`config.mk`:
```
export PLATFORM = sky130hd
export DESIGN_NAME = mem_prof_unit
export DESIGN_NICKNAME = d
export VERILOG_FILES = /design/src/rtl/mprof_pkg.sv /design/src/rtl/mprof_ctrl.sv /design/src/rtl/mprof_counter.sv /design/src/rtl/mprof_rdmux.sv /design/src/rtl/mem_prof_unit.sv
export SDC_FILE = /design/constraint.sdc
export NUM_CORES = 1
export LEC_CHECK = 0
export ABC_AREA = 1
export ABC_CLOCK_PERIOD_IN_PS = 3100
export BUFFER_PORTS_ARGS = -buffer_cell sky130_fd_sc_hd__buf_2
export CAP_MARGIN = 5
export CORE_ASPECT_RATIO = 0.9
export CORE_MARGIN = 2
export CORE_UTILIZATION = 38
export CTS_CLUSTER_SIZE = 20
export DETAILED_ROUTE_END_ITERATION = 7
export PLACE_DENSITY_LB_ADDON = 0.3
export SETUP_SLACK_MARGIN = 0.15
export SYNTH_ARGS = -nofsm -noshare
export SYNTH_HDL_FRONTEND = slang
export SYNTH_SLANG_ARGS = --single-unit
```
`constraint.sdc`:
```
create_clock -name clk_i -period 3.1 [get_ports clk_i]
set_input_delay 0.31 -clock clk_i [delete_from_list [all_inputs] [get_ports clk_i]]
set_output_delay 0.31 -clock clk_i [all_outputs]
set_load 0.005 [all_outputs]
```
`src/rtl/mprof_pkg.sv`:
```
package mprof_pkg;
  localparam int NUM_EVT = 6;
  localparam int ADDR_W = 12;
  localparam logic [ADDR_W-1:0] CTRL_OFS = 12'h410;
  localparam logic [ADDR_W-1:0] CNT_BASE = 12'h418;

  localparam int B_EN = 0;
  localparam int B_CLR = 1;
  localparam int B_FRZ = 2;
  localparam int B_WRAP = 3;
  localparam int B_SEL = 4;

  typedef enum int {
    EV_TOTAL = 0,
    EV_BUSY = 1,
    EV_RD_CMD = 2,
    EV_WR_CMD = 3,
    EV_RD_BYTE = 4,
    EV_WR_BYTE = 5
  } evt_e;

  typedef struct packed {
    logic sel;
    logic wrap;
    logic frz;
    logic en;
  } ctrl_t;
endpackage

```
`src/rtl/mprof_ctrl.sv`:
```
module mprof_ctrl
  import mprof_pkg::*;
#(
  parameter int HAS_PROF_SEL = 1
) (
  input  logic  clk_i,
  input  logic  rst_ni,
  input  logic  wr_i,
  input  logic  en_bit_i,
  input  logic  clr_bit_i,
  input  logic  frz_bit_i,
  input  logic  sel_bit_i,
  input  logic  tot_wrap_i,
  output logic  clr_o,
  output logic  run_o,
  output ctrl_t ctrl_o
);
  localparam logic SEL_OK = (HAS_PROF_SEL != 0);

  ctrl_t ctrl_q;

  assign clr_o = wr_i & clr_bit_i;
  // clearing write blocks counting in its own cycle
  assign run_o = ctrl_q.en & ~ctrl_q.frz & ~clr_o;

  always_ff @(posedge clk_i or negedge rst_ni) begin
    if (!rst_ni) begin
      ctrl_q <= '0;
    end else begin
      if (clr_o) ctrl_q.wrap <= 1'b0;
      else if (tot_wrap_i) ctrl_q.wrap <= 1'b1;
      if (wr_i) begin
        ctrl_q.en  <= en_bit_i & ~clr_bit_i;
        ctrl_q.frz <= frz_bit_i;
        ctrl_q.sel <= sel_bit_i & SEL_OK;
      end
    end
  end

  assign ctrl_o = ctrl_q;
endmodule

```
`src/rtl/mprof_counter.sv`:
```
module mprof_counter #(
  parameter int CNT_W = 32
) (
  input  logic             clk_i,
  input  logic             rst_ni,
  input  logic             clr_i,
  input  logic             inc_en_i,
  input  logic [CNT_W-1:0] inc_i,
  output logic [CNT_W-1:0] cnt_o,
  output logic             wrap_o
);
  logic [CNT_W-1:0] cnt_q;
  logic [CNT_W:0] sum;

  assign sum = {1'b0, cnt_q} + {1'b0, inc_i};
  assign wrap_o = inc_en_i & sum[CNT_W];

  always_ff @(posedge clk_i or negedge rst_ni) begin
    if (!rst_ni) cnt_q <= '0;
    else if (clr_i) cnt_q <= '0;
    else if (inc_en_i) cnt_q <= sum[CNT_W-1:0];
  end

  assign cnt_o = cnt_q;
endmodule

```
`src/rtl/mprof_rdmux.sv`:
```
module mprof_rdmux
  import mprof_pkg::*;
#(
  parameter int CNT_W = 32
) (
  input  logic [ADDR_W-1:0]        addr_i,
  input  ctrl_t                    ctrl_i,
  input  logic [NUM_EVT*CNT_W-1:0] cnt_i,
  output logic [31:0]              rdata_o
);
  always_comb begin
    rdata_o = '0;
    if (addr_i == CTRL_OFS) begin
      rdata_o[B_EN]   = ctrl_i.en;
      rdata_o[B_FRZ]  = ctrl_i.frz;
      rdata_o[B_WRAP] = ctrl_i.wrap;
      rdata_o[B_SEL]  = ctrl_i.sel;
    end
    for (int i = 0; i < NUM_EVT; i++) begin
      if (addr_i == ADDR_W'(CNT_BASE + 4 * i)) rdata_o[CNT_W-1:0] = cnt_i[i*CNT_W +: CNT_W];
    end
  end
endmodule

```
`src/rtl/mem_prof_unit.sv`:
```
module mem_prof_unit
  import mprof_pkg::*;
#(
  parameter int CNT_W = 32,
  parameter int BYTES_W = 8,
  parameter int HAS_PROF_SEL = 1
) (
  input  logic               clk_i,
  input  logic               rst_ni,
  input  logic               reg_wr_i,
  input  logic [ADDR_W-1:0]  reg_addr_i,
  input  logic [31:0]        reg_wdata_i,
  output logic [31:0]        reg_rdata_o,
  input  logic               bus_valid_i,
  input  logic               bus_ready_i,
  input  logic               bus_write_i,
  input  logic [BYTES_W-1:0] bus_bytes_i
);
  localparam int CNT_BITS = NUM_EVT * CNT_W;

  logic ctrl_wr, clr_w, run_w, acc_w;
  ctrl_t ctrl_w;
  logic [NUM_EVT-1:0] evt_on, evt_wrap;
  logic [CNT_W-1:0] evt_inc [NUM_EVT];
  logic [CNT_BITS-1:0] cnt_flat;
  logic unused_wdata;

  assign unused_wdata = ^{reg_wdata_i[31:5], reg_wdata_i[B_WRAP], evt_wrap[NUM_EVT-1:1]};

  assign ctrl_wr = reg_wr_i & (reg_addr_i == CTRL_OFS);
  assign acc_w = bus_valid_i & bus_ready_i;

  mprof_ctrl #(.HAS_PROF_SEL(HAS_PROF_SEL)) u_ctrl (
    .clk_i     (clk_i),
    .rst_ni    (rst_ni),
    .wr_i      (ctrl_wr),
    .en_bit_i  (reg_wdata_i[B_EN]),
    .clr_bit_i (reg_wdata_i[B_CLR]),
    .frz_bit_i (reg_wdata_i[B_FRZ]),
    .sel_bit_i (reg_wdata_i[B_SEL]),
    .tot_wrap_i(evt_wrap[EV_TOTAL]),
    .clr_o     (clr_w),
    .run_o     (run_w),
    .ctrl_o    (ctrl_w)
  );

  always_comb begin
    evt_on[EV_TOTAL]   = run_w;
    evt_on[EV_BUSY]    = run_w & bus_valid_i;
    evt_on[EV_RD_CMD]  = run_w & acc_w & ~bus_write_i;
    evt_on[EV_WR_CMD]  = run_w & acc_w & bus_write_i;
    evt_on[EV_RD_BYTE] = run_w & acc_w & ~bus_write_i;
    evt_on[EV_WR_BYTE] = run_w & acc_w & bus_write_i;
    for (int i = 0; i < NUM_EVT; i++) evt_inc[i] = CNT_W'(1);
    evt_inc[EV_RD_BYTE] = CNT_W'(bus_bytes_i);
    evt_inc[EV_WR_BYTE] = CNT_W'(bus_bytes_i);
  end

  for (genvar g = 0; g < NUM_EVT; g++) begin : g_cnt
    mprof_counter #(.CNT_W(CNT_W)) u_cnt (
      .clk_i   (clk_i),
      .rst_ni  (rst_ni),
      .clr_i   (clr_w),
      .inc_en_i(evt_on[g]),
      .inc_i   (evt_inc[g]),
      .cnt_o   (cnt_flat[g*CNT_W +: CNT_W]),
      .wrap_o  (evt_wrap[g])
    );
  end

  mprof_rdmux #(.CNT_W(CNT_W)) u_rdmux (
    .addr_i (reg_addr_i),
    .ctrl_i (ctrl_w),
    .cnt_i  (cnt_flat),
    .rdata_o(reg_rdata_o)
  );
endmodule

```
After elaboration in Yosys (flattened, before gate mapping)
Cells that the tools add are included.
{"block": "totals", "reg_bits": 196, "output_inout_bits": 32}
{"block": "classes", "add_sub_neg": 6, "n_eq_ne": 7, "bitwise": 15, "reduce_logical": 5, "n_mux": 22}
{"operator": "$mux W32", "count": 18}
{"operator": "$add A32 B1 Y32 const B", "count": 3}
{"operator": "$eq A12 B11 Y1 const B", "count": 7}
{"operator": "$add A32 B8 Y32", "count": 2}
{"operator": "$add A32 B1 Y33 const B", "count": 1}
{"operator": "$and A1 B1 Y1", "count": 11}
{"operator": "$reduce_bool A2 Y1", "count": 5}
{"operator": "$not A1 Y1", "count": 4}
{"operator": "$mux W1", "count": 3}
{"operator": "$mux W3", "count": 1}

Depth between registers and ports, before layout
Gate-level depths: netlist of run 1.
{"block": "logic_depth", "word_depth": 9, "ltp_mapped": 15, "mapped_depth_nobuf": 15}

Hierarchy
From an unflattened synthesis of run 1, not the netlist that was laid out.
{"block": "hier_totals", "cells_unflattened": 4230, "area_unflattened_um2": 23792.8}
{"module": "mprof_counter at g_cnt[3].u_cnt ...", "n_inst": 3, "area_per_inst_um2": 3648.5, "cells_each": 635}
{"module": "mprof_counter at g_cnt[0].u_cnt ...", "n_inst": 2, "area_per_inst_um2": 3607.2, "cells_each": 636}
{"module": "mprof_counter at g_cnt[2].u_cnt", "n_inst": 1, "area_per_inst_um2": 3646.0, "cells_each": 635}
{"module": "mprof_rdmux", "n_inst": 1, "area_per_inst_um2": 1721.7, "cells_each": 371}
{"module": "mprof_ctrl", "n_inst": 1, "area_per_inst_um2": 166.4, "cells_each": 21}
{"module": "mem_prof_unit", "n_inst": 1, "area_per_inst_um2": 98.8, "cells_each": 26}

Worst setup path after synthesis of run 1
Ideal clock, no wire load.
{"block": "synth_timing", "path_kind": "register -> register", "from": "register g_cnt[5].u_cnt.cnt_q[0]", "to": "register g_cnt[5].u_cnt.cnt_q[8]", "t_required_ps": 2969, "path_stages_with_launch": 15, "path_slack_ps": 969, "synth_period_minus_slack_ps": 2131, "n_path_buf": 0, "arrival_ps": 2000, "path_cell_list": "dfrtp_1 ha_1 inv_1 fa_1 inv_1 nand3_1 nand2_1 nand2_1 nand2_1 inv_1 o21ai_1 xor2_1 nor2_1 nand2_1 o21ai_0"}
{"block": "synth_via", "elab_chain_cells": 3}
{"item": "start: declaration", "line_no": "mprof_counter.sv:12", "text": "logic [CNT_W-1:0] cnt_q;"}
{"item": "start signal: assignment", "line_no": "mprof_counter.sv:21", "text": "else if (inc_en_i) cnt_q <= sum[CNT_W-1:0];"}
{"item": "$add A32 B8 Y32", "line_no": "mprof_counter.sv:15", "text": "assign sum = {1'b0, cnt_q} + {1'b0, inc_i};"}
{"item": "$mux W32", "line_no": "mprof_counter.sv:21"}
{"item": "$mux W32", "line_no": "mprof_counter.sv:20", "text": "else if (clr_i) cnt_q <= '0;"}
Every way passes these cells. The select of a mux whose other input is x is not followed.
A chain may end at the register's enable or synchronous reset.

Worst setup path after layout of run 1
{"block": "layout_timing", "from": "input port reg_addr_i[10]", "to": "output port reg_rdata_o[4]"}
{"block": "layout_via", "elab_chain_cells": 8, "elab_cells_between_ends": 14, "cone_classes": "7 x eq/ne; 7 x mux"}
{"item": "start: declaration", "line_no": "mem_prof_unit.sv:11", "text": "input logic [ADDR_W-1:0] reg_addr_i,"}
{"item": "$eq A12 B11 Y1", "line_no": "mprof_rdmux.sv:13", "text": "if (addr_i == CTRL_OFS) begin"}
{"item": "$mux W3", "line_no": "mprof_rdmux.sv:13"}
{"item": "$mux W32 (5 in series)", "line_no": "mprof_rdmux.sv:20", "text": "if (addr_i == ADDR_W'(CNT_BASE + 4 * i)) rdata_o[CNT_W-1:0] = cnt_i[i*CNT_W +: CNT_W];"}
{"item": "$mux W32 *", "line_no": "mprof_rdmux.sv:20"}
{"item": "end: declaration", "line_no": "mem_prof_unit.sv:13", "text": "output logic [31:0] reg_rdata_o,"}
Mark *: on every way between the ends. The rest lies on a longest branch, timed or not.

==> results of run 1 <==
==> power by group through the flow <==
stage / logic (mW) / registers [mW] / clock network, mW
5_1_grt: 2.93 / 3.94 / 2.36
3_5_place_dp: 2.53 / 3.87 / 0
4_1_cts: 2.55 / 3.84 / 2.28
6_report: 2.58 / 3.87 / 2.23
3_3_place_gp: 2.46 / 3.87 / 0
2_1_floorplan: 1.92 / 3.55 / 0
==> cells in the final DEF, fill, tap and decap left out, types with 19 or more instances in the layout <==
master	instances
nand2_1	560
inv_1	256
dfrtp_1	196
nor2_1	166
nand3_1	154
o21ai_0	112
nand4_1	109
a21oi_1	104
nor3_1	90
buf_2	60
o21ai_1	45
xor2_1	42
xnor2_1	23
o22ai_1	22
buf_4	22
o31ai_1	21
ha_1	20
o31ai_2	19
==> layout make-up <==
class	count	share of cell area, %
Multi-Input combinational cell	1576	51.1
Sequential cell	196	31.3
Inverter	267	6.43
Tap cell	483	3.86
Timing Repair Buffer	88	3.64
Clock buffer	20	2.98
Clock inverter	11	0.647
==> sequential cells by signal, indices dropped and copies added, names as in the netlist <==
name,count
g_cnt.u_cnt.cnt_o,192
u_ctrl.ctrl_o,4
==> per-stage QoR <==
step	total power, mW	util, %	hold WS, ns	instances	setup WS [ns]
after floorplan	5.47	-	0.0144	2106	0.969
after global placement	6.33	40.6	0.404	2609	0.430
after detailed placement	6.40	40.6	0.421	2609	0.386
after CTS	8.66	42.2	0.0746	2641	0.392
after global routing	9.24	42.2	0.0803	2641	0.176
final	8.68	42.2	0.0839	2641	0.318
==> worst max-delay path: cells and delay by family <==
kind | cells | cell delay (ns)
AOI/OAI and AO/OA | 2 | 0.69
buffers and inverters | 5 | 0.67
and+or+nand+nor | 5 | 0.80
==> kinds of logic (layout without fill, tap and decap cells) <==
group / Yosys count / after routing
muxes: 2 / 2
buffers and inverters: 334 / 386
AOI/OAI and AO/OA: 358 / 358
DFF: 196 / 196
adders and majority gates: 22 / 22
and+or+nand+nor: 1129 / 1129
xor gates and xnor gates: 65 / 65
==> what timing repair did <==
item / in CTS / in global routing
endpoints found under the hold margin: 77 / 0
setup endpoints to repair: 0 / 0
hold buffers: 1 / 0
==> per-layer routing <==
metal,vias to the layer above,GRT usage (%),share of wire [%]
met5,-,0,0
met4,0,10.6,3.6
met3,79,4.30,8.6
met2,596,36.5,41
met1,6986,38.8,47
li1,7153,-,-
==> path summary, 6_finish.rpt <==
check	end	cells past startpoint	slack (ns)	startpoint
max	reg_rdata_o[4]	12	0.32	reg_addr_i[10]
min	u_ctrl.ctrl_o[3]	2	0.08	reg_wdata_i[4]
max reg2reg	g_cnt[5].u_cnt.cnt_o[8]	14	0.56	g_cnt[5].u_cnt.cnt_o[0]
min reg2reg	u_ctrl.ctrl_o[3]	1	0.52	u_ctrl.ctrl_o[3]
max in group asynchronous	g_cnt[0].u_cnt.cnt_o[11]	3	1.86	rst_ni
min in group asynchronous	g_cnt[4].u_cnt.cnt_o[12]	2	0.45	rst_ni
==> impl_results.md, run 1 <==
* Slew @ Worst Pin at 0.965 ns
* CTS sink cnt at 196
* Max Clk Rate at 0.359 GHz
* Relative slew margins at 35.7%
* Fin area at 0.0157 mm²
* Total GRT Usage at 25.9%
* Yosys warning total at 0
* Total core area at 0.0371 mm²
* Max FO, Critical Path at 13
* Register area share after synthesis at 34.4%
* Flop pwr share at 44.6%
* FILL cells at 3906
* Initial Util at 38.4%
* Maximum buffer depth of the clock tree at 2
* First-pass GRT wire length at 78700 µm
* Required @ worst endpoint at 2.79 ns
* Finish-stage setup viols at 0
* Max cap viols at 0
* Ys flop type: dfrtp_1
* Vias in the first global route at 13700
* Die Y at 188 µm
* Tcrit/Tclk final at 89.7%
* Postcts setup bufs at 0
* Critical Path AT at 2.47 ns
* GPL Wtd Cong at 1.01
* Commonest cells post-synth: 560 x nand2_1, 256 x inv_1, 196 x dfrtp_1
* Synthesized netlist net count at 2186
* Min cycle time layout at 2.78 ns
* Antenna diodes at 0
* Post-DRT Antenna Nets at 0
* Synth Register Bits at 196
* Initial DRC count at 1482
* Vias post-DR at 14800
* Setup TNS at 0 ns
* Combinational family with the most area after synthesis: simple AND/OR/NAND/NOR gates
* Layout cells sized above 1 at 7.55%
* Die area at 0.0391 mm²
* Pwr dens at 554 mW/mm²
* Boundary Pins at 90
* Simple-gate share of the synthesized area at 34.9%
* Worst path cell trace: buf_2 > inv_1 > nor2_1 > nand2_1 > nor2_4 > nand2_1 > inv_1 > a21oi_1 > nand3_1 > o21ai_0 > inv_1 > buf_2
* Yosys cell types at 48
* CP Capture Type: output pin
* Synth Area in XOR/XNOR at 3.99%
* Leading area contributor after synthesis: dfrtp_1
* Area after DPL at 0.0151 mm²
* Most common cell in the netlist: nand2_1
* Max-slew violation count at 0
* Drt wl/cell at 18.9 µm
* Sequential Area at 0.00490 mm²
* Peak supply drop at 0.372 mV
* CP Class: input port to output pin
* Internal at 5.12 mW
* Switch share at 41.1%
* Post-synthesis mux area share at 0.158%
* Post-CTS sizing at 0
* Clock Skew at 0.0112 ns
* Crit path max-delay cell type: a21oi_1
* Status: complete, no violations
* # rows at 67
* Final Hold Fails at 0
* CP startpoint kind: input port
* Compound-gate portion of the synthesized area at 15.0%
* Syn Area/Cell at 6.78 µm²
* Count of flip-flops with a built-in enable after synthesis at 0
* Largest cells by area after synthesis: dfrtp_1 34%, nand2_1 15%, inv_1 6.7%, nand3_1 5.4%, nand4_1 4.8%
* Logic pwr share at 29.7%
* TritonCTS clock tree: done
* Area of the multi-input gates at 0.00801 mm²
* Clock share of power at 25.7%
* Clock transition at path regs at 0.07 ns
* Area Overhead vs Synth at 9.73%
* Nets at 2226
* Die width at 208 µm
* Largest net degree at the start of global routing at 83
* Crit-path most repeated cell: inv_1
* Routed wire length at 49900 µm
* Max stage delay on crit path at 0.45 ns
* RSZ-0062 raised after global routing: false
* Synth top area share at 34.4%
* Remaining DRCs at 0
* Initial antenna violation count at 0
* Pre-antenna DRT Iters at 8
* Hold Path Class: input port to flip-flop
* Total gr overflow at 0
* LEAKAGE at 7.12 nW
* Sw Pwr at 3.57 mW
* Root Driver: clkbuf_16
* Synth Cell Area at 0.0143 mm²
* Post-synthesis async set-or-reset flop share at 100%
* Vias per inst at 5.61
* H-tree levels at 4
* Clock latency on the worst-skew pair at 0.47 ns
* Port bufs at 61
* Post-Syn Instances at 2106
* CTS Buf Count at 17
* HPWL after DPL at 38600 µm
* Adder-cell area share of the yosys netlist at 2.03%
Note: power is estimated with default switching activity, not from simulation.
==> run 2, diff against run 1 <==
--- a/config.mk
+++ b/config.mk
@@ -14,7 +14,9 @@
 export CORE_UTILIZATION = 38
 export CTS_CLUSTER_SIZE = 20
 export DETAILED_ROUTE_END_ITERATION = 7
+export GPL_ROUTABILITY_DRIVEN = 0
 export PLACE_DENSITY_LB_ADDON = 0.3
+export REMOVE_ABC_BUFFERS = 1
 export SETUP_SLACK_MARGIN = 0.15
 export SYNTH_ARGS = -nofsm -noshare
 export SYNTH_HDL_FRONTEND = slang
==> run 2 against run 1 <==
Effect of this change: sequential share of layout area is 0.057 points lower; cell count hardly changed; cell area is 0.18% higher; first-iteration DRC count is 15% higher; clock skew is 0.0034 ns higher; clock-buffer cell count is 1 higher; wire length is 1.9% lower; register-to-register slack worse by 0.21 ns; worst setup slack worse by 0.036 ns; non-clock buffer count is 2 lower; critical path type unchanged; largest cell class unchanged.
==> impl_results.md, run 2 (synthesis gave the netlist of run 1 again) <==
* Status: complete, no violations
* CP Class: input port to output pin
* Post-DRT Antenna Nets at 0 (unchanged)
* Layout cells sized above 1 at 7.51% (-0.043 points)
* Remaining DRCs at 0 (unchanged)
* Critical Path AT at 2.51 ns (+0.04 ns)
* Antenna diodes at 0 (unchanged)
* Flop pwr share at 43.9% (-0.7 points)
* Root Driver: clkbuf_16
* Logic pwr share at 29.0% (-0.7 points)
* Min cycle time layout at 2.82 ns (+0.0361 ns)
* Largest register FFs at 192 (unchanged)
* Port bufs at 61 (unchanged)
* Hold Path Class: input port to flip-flop
* # rows at 67 (unchanged)
* Pwr dens at 563 mW/mm² (+1.5%)
* Clock latency on the worst-skew pair at 0.46 ns (about the same)
* Vias in the first global route at 13500 (-1.8%)
* Tcrit/Tclk final at 90.9% (+1.2 points)
* Slew @ Worst Pin at 0.957 ns (-0.00818 ns)
* CP Capture Type: output pin
* Vias per inst at 5.65 (+0.79%)
* CTS Buf Count at 17 (unchanged)
* Max FO, Critical Path at 13 (unchanged)
* Die Y at 188 µm (unchanged)
* Initial DRC count at 1708 (+15%)
* Drt wl/cell at 18.5 µm (-1.8%)
* Max-slew violation count at 0 (unchanged)
* Die area at 0.0391 mm² (unchanged)
* CTS sink cnt at 196 (unchanged)
* Nets at 2224 (-0.090%)
* Max Clk Rate at 0.355 GHz (-1.3%)
* First-pass GRT wire length at 76100 µm (-3.3%)
* FILL cells at 3805 (-2.6%)
* H-tree levels at 4 (unchanged)
* Internal at 5.28 mW (+3.3%)
* Die width at 208 µm (unchanged)
* Total power at 8.83 mW (+1.7%)
* Total GRT Usage at 24.9% (-0.94 points)
* Relative slew margins at 36.2% (+0.55 points)
* Max cap viols at 0 (unchanged)
* LEAKAGE at 7.13 nW (+0.11%)
* Maximum buffer depth of the clock tree at 2 (unchanged)
* Initial antenna violation count at 0 (unchanged)
* Total gr overflow at 0 (unchanged)
* Postcts setup bufs at 0 (unchanged)
* Final Hold Fails at 0 (unchanged)
* Vias post-DR at 14900 (+0.76%)
* Most common cell after layout, fill and taps aside: nand2_1
* Area Overhead vs Synth at 9.93%
* Area of the multi-input gates at 0.00801 mm² (unchanged)
* Peak supply drop at 0.370 mV (-0.72%)
* Clock Skew at 0.0146 ns (+0.00343 ns)
* Total core area at 0.0371 mm² (unchanged)
* Clock share of power at 27.1% (+1.4 points)
* Switch share at 40.1% (-0.93 points)
* HPWL after DPL at 37100 µm (-4.1%)
* CP startpoint kind: input port
* Finish-stage setup viols at 0 (unchanged)
* Commonest non-fill, non-tap cells in the layout: 560 x nand2_1, 255 x inv_1, 196 x dfrtp_1, 166 x nor2_1, 154 x nand3_1
* RSZ-0062 raised after global routing: true
* Required @ worst endpoint at 2.79 ns (about the same)
* Setup WS post-layout at 0.282 ns (-0.0361 ns)
* Routed wire length at 48900 µm (-1.9%)
* Largest net degree at the start of global routing at 79 (-4.8%)
* Sw Pwr at 3.54 mW (-0.66%)
* Pre-antenna DRT Iters at 7 (-1)
* Initial Util at 38.4% (unchanged)
* Boundary Pins at 90 (unchanged)
* Sequential Area at 0.00490 mm² (unchanged)
* Pre-CTS setup slack at 0.399 ns (+0.0132 ns)
* Clock transition at path regs at 0.08 ns (about the same)
* TritonCTS clock tree: done
[run 2: timing repair]
action / CTS / global route
resized for setup: 0 / 1
hold endpoints to repair: 41 / 0
hold buffers: 1 / 0
setup endpoints to repair: 0 / 1
[run 2: final timing paths]
check / startpoint / slack, ns / cells past startpoint / to
max: reg_addr_i[10] / 0.28 / 12 / reg_rdata_o[4]
min: reg_wdata_i[4] / 0.07 / 2 / u_ctrl.ctrl_o[3]
max reg2reg: g_cnt[5].u_cnt.cnt_o[0] / 0.35 / 14 / g_cnt[5].u_cnt.cnt_o[8]
min reg2reg: u_ctrl.ctrl_o[3] / 0.51 / 1 / u_ctrl.ctrl_o[3]
max in group asynchronous: rst_ni / 1.96 / 3 / g_cnt[0].u_cnt.cnt_o[29]
min in group asynchronous: rst_ni / 0.35 / 2 / g_cnt[4].u_cnt.cnt_o[3]
[run 2: power groups by stage]
stage          logic (mW)  clock network (mW)  registers [mW]
4_1_cts              2.53                2.44            3.83
3_3_place_gp         2.44                   0            3.86
6_report             2.56                2.39            3.87
5_1_grt              2.89                2.53            3.93
2_1_floorplan        1.90                   0            3.55
3_5_place_dp         2.51                   0            3.87
[run 2: layer usage]
metal | up-vias | track usage [%] | part of all wire, %
met5 | - | 0 | 0
met4 | 0 | 11.6 | 4.2
met3 | 93 | 4.09 | 9.8
met2 | 737 | 35.9 | 41
met1 | 6943 | 36.3 | 45
li1 | 7153 | - | -
[run 2: area by class of cell]
class / count / area share (%)
Clock buffer: 21 / 3.00
Clock inverter: 11 / 0.957
Tap cell: 483 / 3.85
Timing Repair Buffer: 86 / 3.45
Sequential cell: 196 / 31.3
Inverter: 267 / 6.44
Multi-Input combinational cell: 1576 / 51.0
[run 2: through the flow]
stage          util, %  std cells  instance area [µm²]  hold slack, ns  TNS [ns]
5_1_grt           42.2       2640                15700          0.0803         0
2_1_floorplan        -       2039                13900          0.0144    -39.30
6_report          42.2       2640                15700          0.0727         0
3_3_place_gp      40.5       2607                15100           0.277         0
3_5_place_dp      40.5       2607                15100           0.280         0
4_1_cts           42.2       2640                15700          0.0661         0
[run 2: worst max-delay path, cell delays in order]
cell and delay [ns]:
buf_2 0.09, inv_1 0.04, nor2_1 0.03, nand2_1 0.24, nor2_4 0.11, nand2_1 0.23, clkinvlp_4 0.28, a21oi_1 0.44
nand3_1 0.29, o21ai_0 0.25, inv_1 0.06, buf_2 0.12
==> run 3, diff against run 2 <==
--- a/config.mk
+++ b/config.mk
@@ -8,7 +8,6 @@
 export ABC_AREA = 1
 export ABC_CLOCK_PERIOD_IN_PS = 3100
 export BUFFER_PORTS_ARGS = -buffer_cell sky130_fd_sc_hd__buf_2
-export CAP_MARGIN = 5
 export CORE_ASPECT_RATIO = 0.9
 export CORE_MARGIN = 2
 export CORE_UTILIZATION = 38
@@ -16,7 +15,7 @@
 export DETAILED_ROUTE_END_ITERATION = 7
 export GPL_ROUTABILITY_DRIVEN = 0
 export PLACE_DENSITY_LB_ADDON = 0.3
-export REMOVE_ABC_BUFFERS = 1
+export RECOVER_POWER = 25
 export SETUP_SLACK_MARGIN = 0.15
 export SYNTH_ARGS = -nofsm -noshare
 export SYNTH_HDL_FRONTEND = slang
==> run 3 against run 2 <==
Effect of this change: the run now ends with max-capacitance violations, max-slew violations left; clock power decreased by 2%; critical path type unchanged; clock-buffer cell count decreased by 2; sequential share of layout area about the same; die area unchanged; core utilization decreased by 0.057 points; via count increased by 0.17%; register-to-register slack improved by 0.11 ns.
==> impl_results.md, run 3 (synthesis gave the netlist of run 1 again) <==
* LEAKAGE at 7.12 nW (-0.13%)
* Critical Path AT at 2.48 ns (-0.03 ns)
* CP Class: input port to output pin
* Total GRT Usage at 25.0% (+0.092 points)
* Initial antenna violation count at 0 (unchanged)
* Max Clk Rate at 0.359 GHz (+1.0%)
* Area after DPL at 0.0151 mm² (+0.12%)
* Status: finished with violations
* Clock Skew at 0.0111 ns (-0.00347 ns)
* Root Driver: clkbuf_16
* Boundary Pins at 90 (unchanged)
* Tcrit/Tclk final at 90.0% (-0.92 points)
* Initial Util at 38.4% (unchanged)
* HPWL after DPL at 37200 µm (+0.43%)
* Maximum buffer depth of the clock tree at 2 (unchanged)
* Largest net degree at the start of global routing at 75 (-5.1%)
* Vias in the first global route at 13600 (+0.79%)
* Max stage delay on crit path at 0.43 ns (about the same)
* RSZ-0062 raised after global routing: false
* Max-slew violation count at 73 (+73)
* Total gr overflow at 0 (unchanged)
* CP Capture Type: output pin
* Postcts setup bufs at 0 (unchanged)
* Antenna diodes at 0 (unchanged)
* Total power at 8.77 mW (-0.63%)
* CTS Hold Bufs at 1 (unchanged)
* Layout cells sized above 1 at 7.29% (-0.22 points)
* First-pass GRT wire length at 76700 µm (+0.67%)
* Area Overhead vs Synth at 9.78%
* Drt wl/cell at 18.5 µm (-0.21%)
* Relative slew margins at -43.1% (-79 points)
* Crit-path most repeated cell: o21ai_0
* Remaining DRCs at 0 (unchanged)
* Post-CTS sizing at 0 (unchanged)
* CTS sink cnt at 196 (unchanged)
* Routed wire length at 48800 µm (-0.32%)
* Die area at 0.0391 mm² (unchanged)
* Pre-antenna DRT Iters at 7 (unchanged)
* # rows at 67 (unchanged)
* Post-DRT Antenna Nets at 0 (unchanged)
* Max FO, Critical Path at 27 (+14)
* Required @ worst endpoint at 2.79 ns (about the same)
* Commonest non-fill, non-tap cells in the layout: 560 x nand2_1, 256 x inv_1, 196 x dfrtp_1, 166 x nor2_1, 154 x nand3_1
* Largest register FFs at 192 (unchanged)
* Nets at 2223 (-0.045%)
* Peak supply drop at 0.350 mV (-5.3%)
* Slew @ Worst Pin at 2.15 ns (+1.19 ns)
* R2r worst-path depth at 13 (-1)
* Most common cell after layout, fill and taps aside: nand2_1
* Min cycle time layout at 2.79 ns (-0.0285 ns)
* CTS Buf Count at 17 (unchanged)
* CP startpoint kind: input port
* Vias per inst at 5.67 (+0.29%)
* Port bufs at 61 (unchanged)
* Worst path cell trace: clkbuf_1 > inv_1 > nor2_1 > nand2_1 > nor4_2 > nand3_1 > inv_2 > a21oi_1 > o21ai_0 > o21ai_0 > buf_2
* Initial DRC count at 1728 (+1.2%)
* Violated checks: max-capacitance violations, max-slew violations
* Total core area at 0.0371 mm² (unchanged)
* TritonCTS clock tree: done
* Vias post-DR at 15000 (+0.17%)
* Hold Path Depth at 2 (unchanged)
* Max cap viols at 1 (+1)
* Clock latency on the worst-skew pair at 0.46 ns (about the same)
* Die Y at 188 µm (unchanged)
* H-tree levels at 4 (unchanged)
* Hold Path Class: input port to flip-flop
* Clock transition at path regs at 0.07 ns (about the same)
* Final Hold Fails at 0 (unchanged)
* Fin area at 0.0157 mm² (-0.14%)
* Setup TNS at 0 ns (unchanged)
* Crit path max-delay cell type: inv_2
* Finish-stage setup viols at 0 (unchanged)
* Die width at 208 µm (unchanged)
* Pwr dens at 560 mW/mm² (-0.49%)
[run 3: area by class of cell]
type | count | area [µm²]
sequential | 196 | 4900
fill | 3836 | 21500
tap | 483 | 604
clock inverter | 11 | 153
multi-input combinational | 1576 | 8010
timing repair buffer | 85 | 549
inverter | 267 | 1010
clock buffer | 19 | 443
[run 3: final timing paths]
check                                        start                       end  slack, ns
max                                 reg_addr_i[10]           reg_rdata_o[17]       0.31
min                                 reg_wdata_i[4]          u_ctrl.ctrl_o[3]       0.09
max reg2reg                g_cnt[5].u_cnt.cnt_o[0]  g_cnt[5].u_cnt.cnt_o[24]       0.46
min reg2reg                       u_ctrl.ctrl_o[3]          u_ctrl.ctrl_o[3]       0.52
max in group asynchronous                   rst_ni   g_cnt[1].u_cnt.cnt_o[4]       0.79
min in group asynchronous                   rst_ni  g_cnt[4].u_cnt.cnt_o[12]       0.99
[run 3: stage by stage]
step                instances  hold WS, ns  utilization [%]  setup slack, ns
CTS                      2637       0.0842             42.2            0.414
global placement         2606        0.402             40.6            0.427
detailed placement       2606        0.401             40.6            0.415
floorplan                2106       0.0144                -            0.969
finish                   2637       0.0878             42.2            0.311
global route             2637       0.0770             42.2            0.114
[run 3: report_power, final]
| part | internal (mW) | switching (mW) |
|---|---|---|
| Clock | 1.29 | 1.05 |
| Sequential | 3.07 | 0.813 |
| Combinational | 0.881 | 1.67 |
| Total | 5.24 | 3.53 |
[run 3: critical path: cells and delay by family]
family | cells | cell delay [ns]
buf+inv | 4 | 0.79
simple gates | 4 | 0.85
compound gates | 3 | 0.52
[run 3: layer usage]
metal  part of all wire (%)  up-vias  GRT usage, %
met5                      0        -             0
met4                    3.6        0          9.60
met3                     10       89          4.42
met2                     41      709          35.6
met1                     45     7006          37.4
li1                       -     7148             -
